File: config.mk
export PLATFORM = sky130hd
export DESIGN_NAME = burst_col_seq
export DESIGN_NICKNAME = d
export VERILOG_FILES = /design/src/rtl/bcs_pkg.sv /design/src/rtl/bcs_cfg_decode.sv /design/src/rtl/bcs_addr_gen.sv /design/src/rtl/bcs_beat_ctl.sv /design/src/rtl/burst_col_seq.sv
export SDC_FILE = /design/constraint.sdc
export NUM_CORES = 1
export LEC_CHECK = 0
export BUFFER_PORTS_ARGS = -buffer_cell sky130_fd_sc_hd__buf_4
export CORE_MARGIN = 10
export CORE_UTILIZATION = 63
export CTS_CLUSTER_DIAMETER = 60
export DETAILED_ROUTE_END_ITERATION = 6
export PLACE_DENSITY = 0.85
export SLEW_MARGIN = 20
export SYNTH_ARGS = -nofsm -noshare
export SYNTH_HDL_FRONTEND = slang
export SYNTH_HIERARCHICAL = 1
export SYNTH_SLANG_ARGS = --single-unit
File: constraint.sdc
create_clock -name clk -period 4.2 [get_ports clk]
set_input_delay 0.21 -clock clk [delete_from_list [all_inputs] [get_ports clk]]
set_output_delay 0.21 -clock clk [all_outputs]
set_load 0.01 [all_outputs]
File: src/rtl/bcs_pkg.sv
package bcs_pkg;
  localparam int unsigned PAGE_COL_W = 9;
  localparam int unsigned CODE_W     = 3;
  localparam int unsigned MAX_LOG_BL = 3;

  localparam logic [CODE_W-1:0] BLC_1    = 3'd0;
  localparam logic [CODE_W-1:0] BLC_2    = 3'd1;
  localparam logic [CODE_W-1:0] BLC_4    = 3'd2;
  localparam logic [CODE_W-1:0] BLC_8    = 3'd3;
  localparam logic [CODE_W-1:0] BLC_PAGE = 3'd7;

  typedef enum logic {
    ORD_INC = 1'b0,
    ORD_XOR = 1'b1
  } order_e;
endpackage

File: src/rtl/bcs_cfg_decode.sv
module bcs_cfg_decode
  import bcs_pkg::*;
#(
  parameter int unsigned COL_W = PAGE_COL_W
) (
  input  logic [CODE_W-1:0] code,
  input  order_e            order,
  output logic [COL_W-1:0]  len_mask,
  output logic              page_mode,
  output logic              single,
  output logic              bad_cfg
);
  function automatic logic [COL_W-1:0] mask_of(input int unsigned lg);
    return (COL_W'(1) << lg) - COL_W'(1);
  endfunction

  logic reserved;

  always_comb begin
    len_mask  = '0;
    page_mode = 1'b0;
    reserved  = 1'b0;
    case (code)
      BLC_1:    len_mask = mask_of(0);
      BLC_2:    len_mask = mask_of(1);
      BLC_4:    len_mask = mask_of(2);
      BLC_8:    len_mask = mask_of(MAX_LOG_BL);
      BLC_PAGE: begin
        len_mask  = '1;
        page_mode = 1'b1;
      end
      default:  reserved = 1'b1;
    endcase
  end

  assign bad_cfg = reserved || (page_mode && (order == ORD_XOR));
  assign single  = !bad_cfg && !page_mode && (len_mask == '0);
endmodule

File: src/rtl/bcs_addr_gen.sv
module bcs_addr_gen
  import bcs_pkg::*;
#(
  parameter int unsigned COL_W = PAGE_COL_W
) (
  input  logic [COL_W-1:0] base,
  input  logic [COL_W-1:0] idx,
  input  logic [COL_W-1:0] len_mask,
  input  order_e           order,
  output logic [COL_W-1:0] col
);
  function automatic logic [COL_W-1:0] inc_col(input logic [COL_W-1:0] b,
                                                input logic [COL_W-1:0] k,
                                                input logic [COL_W-1:0] m);
    logic [COL_W-1:0] sum;
    sum = b + k;
    return (b & ~m) | (sum & m);
  endfunction

  logic [COL_W-1:0] col_inc;
  logic [COL_W-1:0] col_xor;

  assign col_inc = inc_col(base, idx, len_mask);

  for (genvar b = 0; b < COL_W; b++) begin : g_xor_bit
    assign col_xor[b] = len_mask[b] ? (base[b] ^ idx[b]) : base[b];
  end

  assign col = (order == ORD_XOR) ? col_xor : col_inc;
endmodule

File: src/rtl/bcs_beat_ctl.sv
module bcs_beat_ctl
  import bcs_pkg::*;
#(
  parameter int unsigned COL_W = PAGE_COL_W
) (
  input  logic             clk,
  input  logic             rst_n,
  input  logic             start,
  input  logic             term,
  input  logic [COL_W-1:0] start_col,
  input  logic [COL_W-1:0] dec_mask,
  input  logic             dec_page,
  input  logic             dec_single,
  input  logic             dec_bad,
  input  order_e           dec_order,
  output logic             launch,
  output logic             advance,
  output logic             last_beat,
  output logic [COL_W-1:0] cur_base,
  output logic [COL_W-1:0] cur_idx,
  output logic [COL_W-1:0] cur_mask,
  output logic             cur_page,
  output order_e           cur_order
);
  logic active_q;

  assign launch    = start && !dec_bad;
  assign advance   = active_q && !start && !term;
  assign last_beat = !cur_page && (cur_idx == cur_mask);

  always_ff @(posedge clk or negedge rst_n) begin
    if (!rst_n) begin
      active_q  <= 1'b0;
      cur_base  <= '0;
      cur_idx   <= '0;
      cur_mask  <= '0;
      cur_page  <= 1'b0;
      cur_order <= ORD_INC;
    end else if (launch) begin
      active_q  <= !dec_single;
      cur_base  <= start_col;
      cur_idx   <= COL_W'(1);
      cur_mask  <= dec_mask;
      cur_page  <= dec_page;
      cur_order <= dec_order;
    end else if (advance) begin
      cur_idx <= cur_idx + COL_W'(1);
      if (last_beat) active_q <= 1'b0;
    end else if (start || term) begin
      active_q <= 1'b0;
    end
  end
endmodule

File: src/rtl/burst_col_seq.sv
module burst_col_seq
  import bcs_pkg::*;
#(
  parameter int unsigned COL_W = PAGE_COL_W
) (
  input  logic              clk,
  input  logic              rst_n,
  input  logic              start,
  input  logic [COL_W-1:0]  start_col,
  input  logic [CODE_W-1:0] bl_code,
  input  logic              wrap_il,
  input  logic              term,
  output logic [COL_W-1:0]  col_out,
  output logic              beat_vld,
  output logic              burst_done,
  output logic              illegal
);
  order_e           in_order;
  logic [COL_W-1:0] dec_mask;
  logic             dec_page;
  logic             dec_single;
  logic             dec_bad;

  logic             launch;
  logic             advance;
  logic             last_beat;
  logic [COL_W-1:0] cur_base;
  logic [COL_W-1:0] cur_idx;
  logic [COL_W-1:0] cur_mask;
  logic             cur_page;
  order_e           cur_order;

  logic [COL_W-1:0] sel_base;
  logic [COL_W-1:0] sel_idx;
  logic [COL_W-1:0] sel_mask;
  order_e           sel_order;
  logic [COL_W-1:0] next_col;
  logic             beat_fire;
  logic             done_fire;

  assign in_order = wrap_il ? ORD_XOR : ORD_INC;

  bcs_cfg_decode #(.COL_W(COL_W)) u_dec (
    .code      (bl_code),
    .order     (in_order),
    .len_mask  (dec_mask),
    .page_mode (dec_page),
    .single    (dec_single),
    .bad_cfg   (dec_bad)
  );

  bcs_beat_ctl #(.COL_W(COL_W)) u_ctl (
    .clk        (clk),
    .rst_n      (rst_n),
    .start      (start),
    .term       (term),
    .start_col  (start_col),
    .dec_mask   (dec_mask),
    .dec_page   (dec_page),
    .dec_single (dec_single),
    .dec_bad    (dec_bad),
    .dec_order  (in_order),
    .launch     (launch),
    .advance    (advance),
    .last_beat  (last_beat),
    .cur_base   (cur_base),
    .cur_idx    (cur_idx),
    .cur_mask   (cur_mask),
    .cur_page   (cur_page),
    .cur_order  (cur_order)
  );

  assign sel_base  = launch ? start_col : cur_base;
  assign sel_idx   = launch ? '0        : cur_idx;
  assign sel_mask  = launch ? dec_mask  : cur_mask;
  assign sel_order = launch ? in_order  : cur_order;

  bcs_addr_gen #(.COL_W(COL_W)) u_gen (
    .base     (sel_base),
    .idx      (sel_idx),
    .len_mask (sel_mask),
    .order    (sel_order),
    .col      (next_col)
  );

  assign beat_fire = launch || advance;
  assign done_fire = launch ? dec_single : (advance && last_beat);

  always_ff @(posedge clk or negedge rst_n) begin
    if (!rst_n) begin
      col_out    <= '0;
      beat_vld   <= 1'b0;
      burst_done <= 1'b0;
      illegal    <= 1'b0;
    end else begin
      if (beat_fire) col_out <= next_col;
      beat_vld   <= beat_fire;
      burst_done <= done_fire;
      illegal    <= start && dec_bad;
    end
  end
endmodule

After elaboration in Yosys (flattened, before gate mapping)
Index checks and enable logic that the tools add are counted.
Operators by class
  reductions and logical operators: 24
  bitwise operators: 13
  magnitude comparators: 0
  multipliers: 0
  equality and inequality tests: 6
  add/subtract/negate cells: 2
  div/mod/pow operators: 0
  shift-type cells: 0
  multiplexer cells: 25
Operators by type and width (number)
  9-bit two-way mux: 6
  9-bit case mux with 4 select lines: 1
  9-bit AND: 2
  1-bit two-way mux: 18
  9-bit by 1-bit adder with 9-bit output, second input constant: 1
  9-bit adder: 1
  9-bit equality test: 1
  1-bit logical AND: 9
  9-bit logical NOT: 1
  9-bit NOT: 1
  9-bit bitwise OR: 1
  1-bit bitwise XOR: 9
  3-bit by 2-bit equality test with 1-bit output, second input constant: 2
  1-bit logical NOT: 6
  5-bit OR reduction: 1
  3-bit by 1-bit equality test with 1-bit output, second input constant: 1
  3-bit equality test, second input constant: 1
  3-bit logical NOT: 1
  1-bit logical OR: 3
  3-bit by 2-bit != test with 1-bit output, second input constant: 1
  3-bit nonzero test: 1
  2-bit AND reduction: 1
  2-bit nonzero test: 1
Word-level totals
  RAM bits: 0
  output and inout port bits: 12
  memories kept: 0
  word-level logic and storage cells: 80
  input bits: 17
  register bits after elaboration: 42
  bits in latches: 0
  bits in read-only memories: 0

Longest topological paths before layout
  word-level depth: 11
  depth in mapped cells: 17
  mapped depth without buffers: 14

Cells and area by module
The synthesis kept the hierarchy.
Modules (own cells, without submodules)
  bcs_beat_ctl: sequential area each 750.7 um^2, cells an instance 149, instances 1, area each 1362.6 um^2
  burst_col_seq: sequential area each 300.3 um^2, cells an instance 58, instances 1, area each 725.7 um^2
  bcs_addr_gen: sequential area each 0.0 um^2, cells an instance 79, instances 1, area each 525.5 um^2
  bcs_cfg_decode: sequential area each 0.0 um^2, cells an instance 14, instances 1, area each 95.1 um^2

Least setup slack after synthesis
OpenSTA, ideal clock, no wires.
  kind: input-to-reg
  start: input bl_code[1]
  end: register col_out[8]
  required time: 4075 ps
  cell stages on the path: 17
  setup time: 125 ps
  path slack: 1017 ps
  path buffers: 3
  data arrival time: 3059 ps
  path through: and2_1 > a21oi_1 > nand2b_1 > clkbuf_1 > inv_2 > buf_2 > buf_4 > mux2_2 > ha_1 > inv_1 > fa_1 > nor2b_4 > o31a_1 > o21ai_0 > a21oi_1 > nand4b_1 > mux2_2
On the way
  cells in the longest elaborated chain, start to end: 11
  elaborated cells between the ends (all ways): 26
  classes of those cells: 1 x add/sub; 4 x eq/ne; 9 x mux; 5 x bitwise; 7 x reduce/logical
RTL lines
  start: declaration: RTL line burst_col_seq.sv:10  | input logic [CODE_W-1:0] bl_code,
  3-bit by 1-bit equality test with 1-bit output, or another cell as far along: RTL line bcs_cfg_decode.sv:23  | case (code)
  5-bit OR reduction (no source line) or 1-bit two-way mux (tied branches)
  1-bit two-way mux or 1-bit logical AND (tied branches): RTL line bcs_cfg_decode.sv:23, bcs_cfg_decode.sv:36
  1-bit logical OR *: RTL line bcs_cfg_decode.sv:36  | assign bad_cfg = reserved || (page_mode && (order == ORD_XOR));
  via dec_bad: RTL line burst_col_seq.sv:22  | logic dec_bad;
  1-bit logical NOT *: RTL line bcs_beat_ctl.sv:27  | assign launch = start && !dec_bad;
  1-bit logical AND *: RTL line bcs_beat_ctl.sv:27
  via launch: RTL line burst_col_seq.sv:24  | logic launch;
  9-bit two-way mux *
  via sel_base[0]: RTL line burst_col_seq.sv:33  | logic [COL_W-1:0] sel_base;
  9-bit adder *: RTL line bcs_addr_gen.sv:16  | sum = b + k;
  9-bit AND *: RTL line bcs_addr_gen.sv:17  | return (b & ~m) | (sum & m);
  9-bit bitwise OR *: RTL line bcs_addr_gen.sv:17
  9-bit two-way mux *: RTL line bcs_addr_gen.sv:29  | assign col = (order == ORD_XOR) ? col_xor : col_inc;
  via next_col[8]: RTL line burst_col_seq.sv:37  | logic [COL_W-1:0] next_col;
  end signal: assignment: RTL line burst_col_seq.sv:96  | if (beat_fire) col_out <= next_col;
  end: declaration: RTL line burst_col_seq.sv:13  | output logic [COL_W-1:0] col_out,
Mark *: on every way through the listed nets, which the timed path passes. The rest lies on a longest branch.
A chain may end at the register's enable or synchronous reset.

Worst setup path after layout
Same ends and word-level chain as after synthesis.

==> out/qor.yml <==
outcome:
  status: "finished, final reports clean"
synthesis:
  async_flop_share_pct: 100
  synth_edf_count: 0
  ys_seq_area_share_pct: 38.8
  syn_avg_cell_area_sq_um: 9.03
  synth_fp_nets: 327
  netlist_area_sq_mm: 0.00271
  synth_warnings: 6
  synth_area_leaders: "dfrtp_1 (39%), mux2_2 (12%), nand2_1 (10%), ha_1 (4.2%), xnor2_1 (3.9%)"
  synth_cells: 300
  synthFlopType: "dfrtp_1"
  synth.distinct_cells: 46
  synth_area_leader_cell: "dfrtp_1"
  ys_ff_latch: 42
  yosysTopAreaCellShare_pct: 38.8
sta:
  clock_skew_ps: 4.97
  setup_viol: 0
  tns_ps: 0
  tightest_slew_ps: 541
  finalCritPeriodShare_pct: 71.0
  fmax_mhz: 335
  holdWs_ps: 108
  maxSlewHeadroom_pct: 63.9
  rsz0062_at_grt: "false"
  setup_slack_ps: 1220
  final-max-slew-violation-count: 0
  min_period_ps: 2980
  hold_violations: 0
setup_path:
  crit_fanout: 24
  critPathMostFrequentCell: "a21oi_1"
  crit_path_start_kind: "primary input"
  cp_slowest_cell: "mux2_2"
  cp.arrival_ps: 3170
  worstPathRequired_ps: 4390
  worst_setup_path_end_kind: "register"
  crit_path_start: "bl_code[1]"
  crit_chain: "buf_4 -> and2_1 -> a21oi_1 -> nand2b_1 -> inv_2 -> buf_4 -> mux2_2 -> ha_1 -> a21oi_1 -> nand2_1 -> o21ai_0 -> a21oi_1 -> nand4b_1 -> mux2_2"
  r2r-start: "u_ctl/cur_base[0]$_DFFE_PN0N_"
  path_class: "primary input to register"
  slowest_delay_ps: 380
layout:
  final_common_cell: "nand2_1"
  final_design_area_no_fill_sq_mm: 0.00300
  fin_util_pct: 73.4
  multiInputGateArea_sq_mm: 0.00152
  nFillCells: 313
  drive_gt1_share_pct: 22.8
  nets: 351
  seq_area_sq_mm: 0.00105
  layout_common_cells: "nand2_1 (74), dfrtp_1 (42), buf_4 (31), mux2_2 (29), nor2_1 (15)"
  antenna_cells: 0
  syn_to_final_growth_pct: 10.7
detailed_routing:
  ant_nets: 0
  firstDrtPassIters: 4
  wirelength_mm: 6.12
  wl_per_cell_um: 16.4
  num_vias: 2184
  drcViolationCount: 0
  vias_per_cell: 5.84
  first_iter_violations: 286
global_route:
  grt_pass1_vias: 2205
  grt_pass1_wl_mm: 10.6
  antenna_found_initial: 0
  gr-total-overflow: 0
  grt_max_degree: 43
  grt_usage_pct: 17.6
cts:
  cts_made_buffers: 5
  cts_resized: 0
  post_cts_buffers: 0
  path_clk_slew_ps: 80
  cts-root-buf: "clkbuf_8"
  h-tree-depth: 2
  cts_hold_buf: 1
  insertion_delay_ps: 300
  cts_max_path_buffers: 2
  cts_tree: "built"
  clock-sinks: 42
place:
  dpl_cell_area_sq_mm: 0.00291
  pre_cts_slack_ps: 937
  gp_congestion: 0.830
  numPortBuffers: 28
  dp_hpwl_mm: 4.41
power_and_ir_drop:
  p_int_w: 0.000729
  p_comb_share_pct: 29.4
  ir_drop_mv: 0.239
  p_leak_nw: 1.43
  power_density_mw_per_mm2: 353
  p_clk_share_pct: 23.6
  power_switching_w: 0.000329
  p_seq_share_pct: 46.9
  switching_share_pct: 31.1
min_path:
  min_from: "start_col[8]"
  min_path_type: "primary input to register"
floorplan:
  rows: 23
  die_w_um: 85.6
  dieHeight_um: 85.6
  core_sq_mm: 0.00409
  die_area_sq_mm: 0.00732
  start_util_pct: 66.3
  io_pins: 29
job:
  max_cap_viol_count: 0
==> power by group through the flow <==
| stage | logic (W) | registers [W] | clock network [W] |
|---|---|---|---|
| 3_5_place_dp | 0.000311 | 0.000504 | 0 |
| 5_1_grt | 0.000352 | 0.000504 | 0.000267 |
| 2_1_floorplan | 0.000190 | 0.000510 | 0 |
| 6_report | 0.000311 | 0.000497 | 0.000250 |
| 4_1_cts | 0.000313 | 0.000497 | 0.000255 |
| 3_3_place_gp | 0.000300 | 0.000502 | 0 |
==> flip-flops by register name, indices dropped and copies added, names as in the netlist <==
| signal | flops |
|---|---|
| col_out | 9 |
| u_ctl/cur_base | 9 |
| u_ctl/cur_idx | 9 |
| u_ctl/cur_mask | 9 |
| beat_vld | 1 |
| burst_done | 1 |
| illegal | 1 |
| u_ctl/active_q | 1 |
| u_ctl/cur_order | 1 |
| u_ctl/cur_page | 1 |
==> per-stage QoR <==
step                      cells  power, W
final                       374   0.00106
after global routing        374   0.00112
after CTS                   374   0.00107
after detailed placement    366  0.000816
after global placement      366  0.000802
after floorplan             300  0.000700
==> layer usage <==
| metal | global-route usage (%) | part of all wire [%] | vias to the layer above |
|---|---|---|---|
| li1 | - | - | 1058 |
| met1 | 22.8 | 45 | 1058 |
| met2 | 27.6 | 47 | 62 |
| met3 | 4.92 | 6.7 | 6 |
| met4 | 5.54 | 1.1 | 0 |
| met5 | 0 | 0 | - |
==> cell type report <==
type | instances | share of cell area [%]
clock buffer | 7 | 2.55
inverter | 10 | 1.67
multi-input combinational | 233 | 50.5
sequential | 42 | 35.1
tap | 50 | 2.09
timing repair buffer | 32 | 8.10
==> logic make-up (layout without fill, tap and decap cells) <==
| group | Yosys count | in the layout | share of synthesized area, % |
|---|---|---|---|
| and+or+nand+nor | 135 | 135 | 24.4 |
| muxes | 29 | 29 | 12.1 |
| xor gates and xnor gates | 16 | 16 | 5.17 |
| buffers and inverters | 25 | 49 | 5.27 |
| DFF | 42 | 42 | 38.8 |
| AOI/OAI and AO/OA | 42 | 42 | 9.01 |
| adders and majority gates | 11 | 11 | 5.31 |
==> cells in the mapped netlist (all sizes together) (5+ instances only) <==
master and instances:
nor2b 12, nand2 74, a21oi 14, xnor2 12
ha 9, o21a 5, buf 10, clkbuf 5
mux2 29, o21ai 13, dfrtp 42, nor2 16
inv 9
==> worst paths after layout <==
check | to | slack (ps) | cells past startpoint
setup / recovery | col_out[8]$_DFFE_PN0P_ | 1220 | 14
setup reg to reg | col_out[8]$_DFFE_PN0P_ | 1770 | 10
hold / removal | u_ctl/cur_base[8]$_DFFE_PN0N_ | 110 | 3
min in group asynchronous | u_ctl/cur_idx[2]$_DFFE_PN0N_ | 430 | 2
max in group asynchronous | col_out[1]$_DFFE_PN0P_ | 3390 | 2
hold reg to reg | u_ctl/cur_base[2]$_DFFE_PN0N_ | 480 | 2
==> worst max-delay path: cells and delay by family <==
kind / cells / cell delay (ps)
buf+inv: 3 / 780
mux: 2 / 640
fa+ha+maj: 1 / 340
compound gates: 4 / 630
simple gates: 4 / 570
Note: power is estimated with default switching activity, not from simulation.
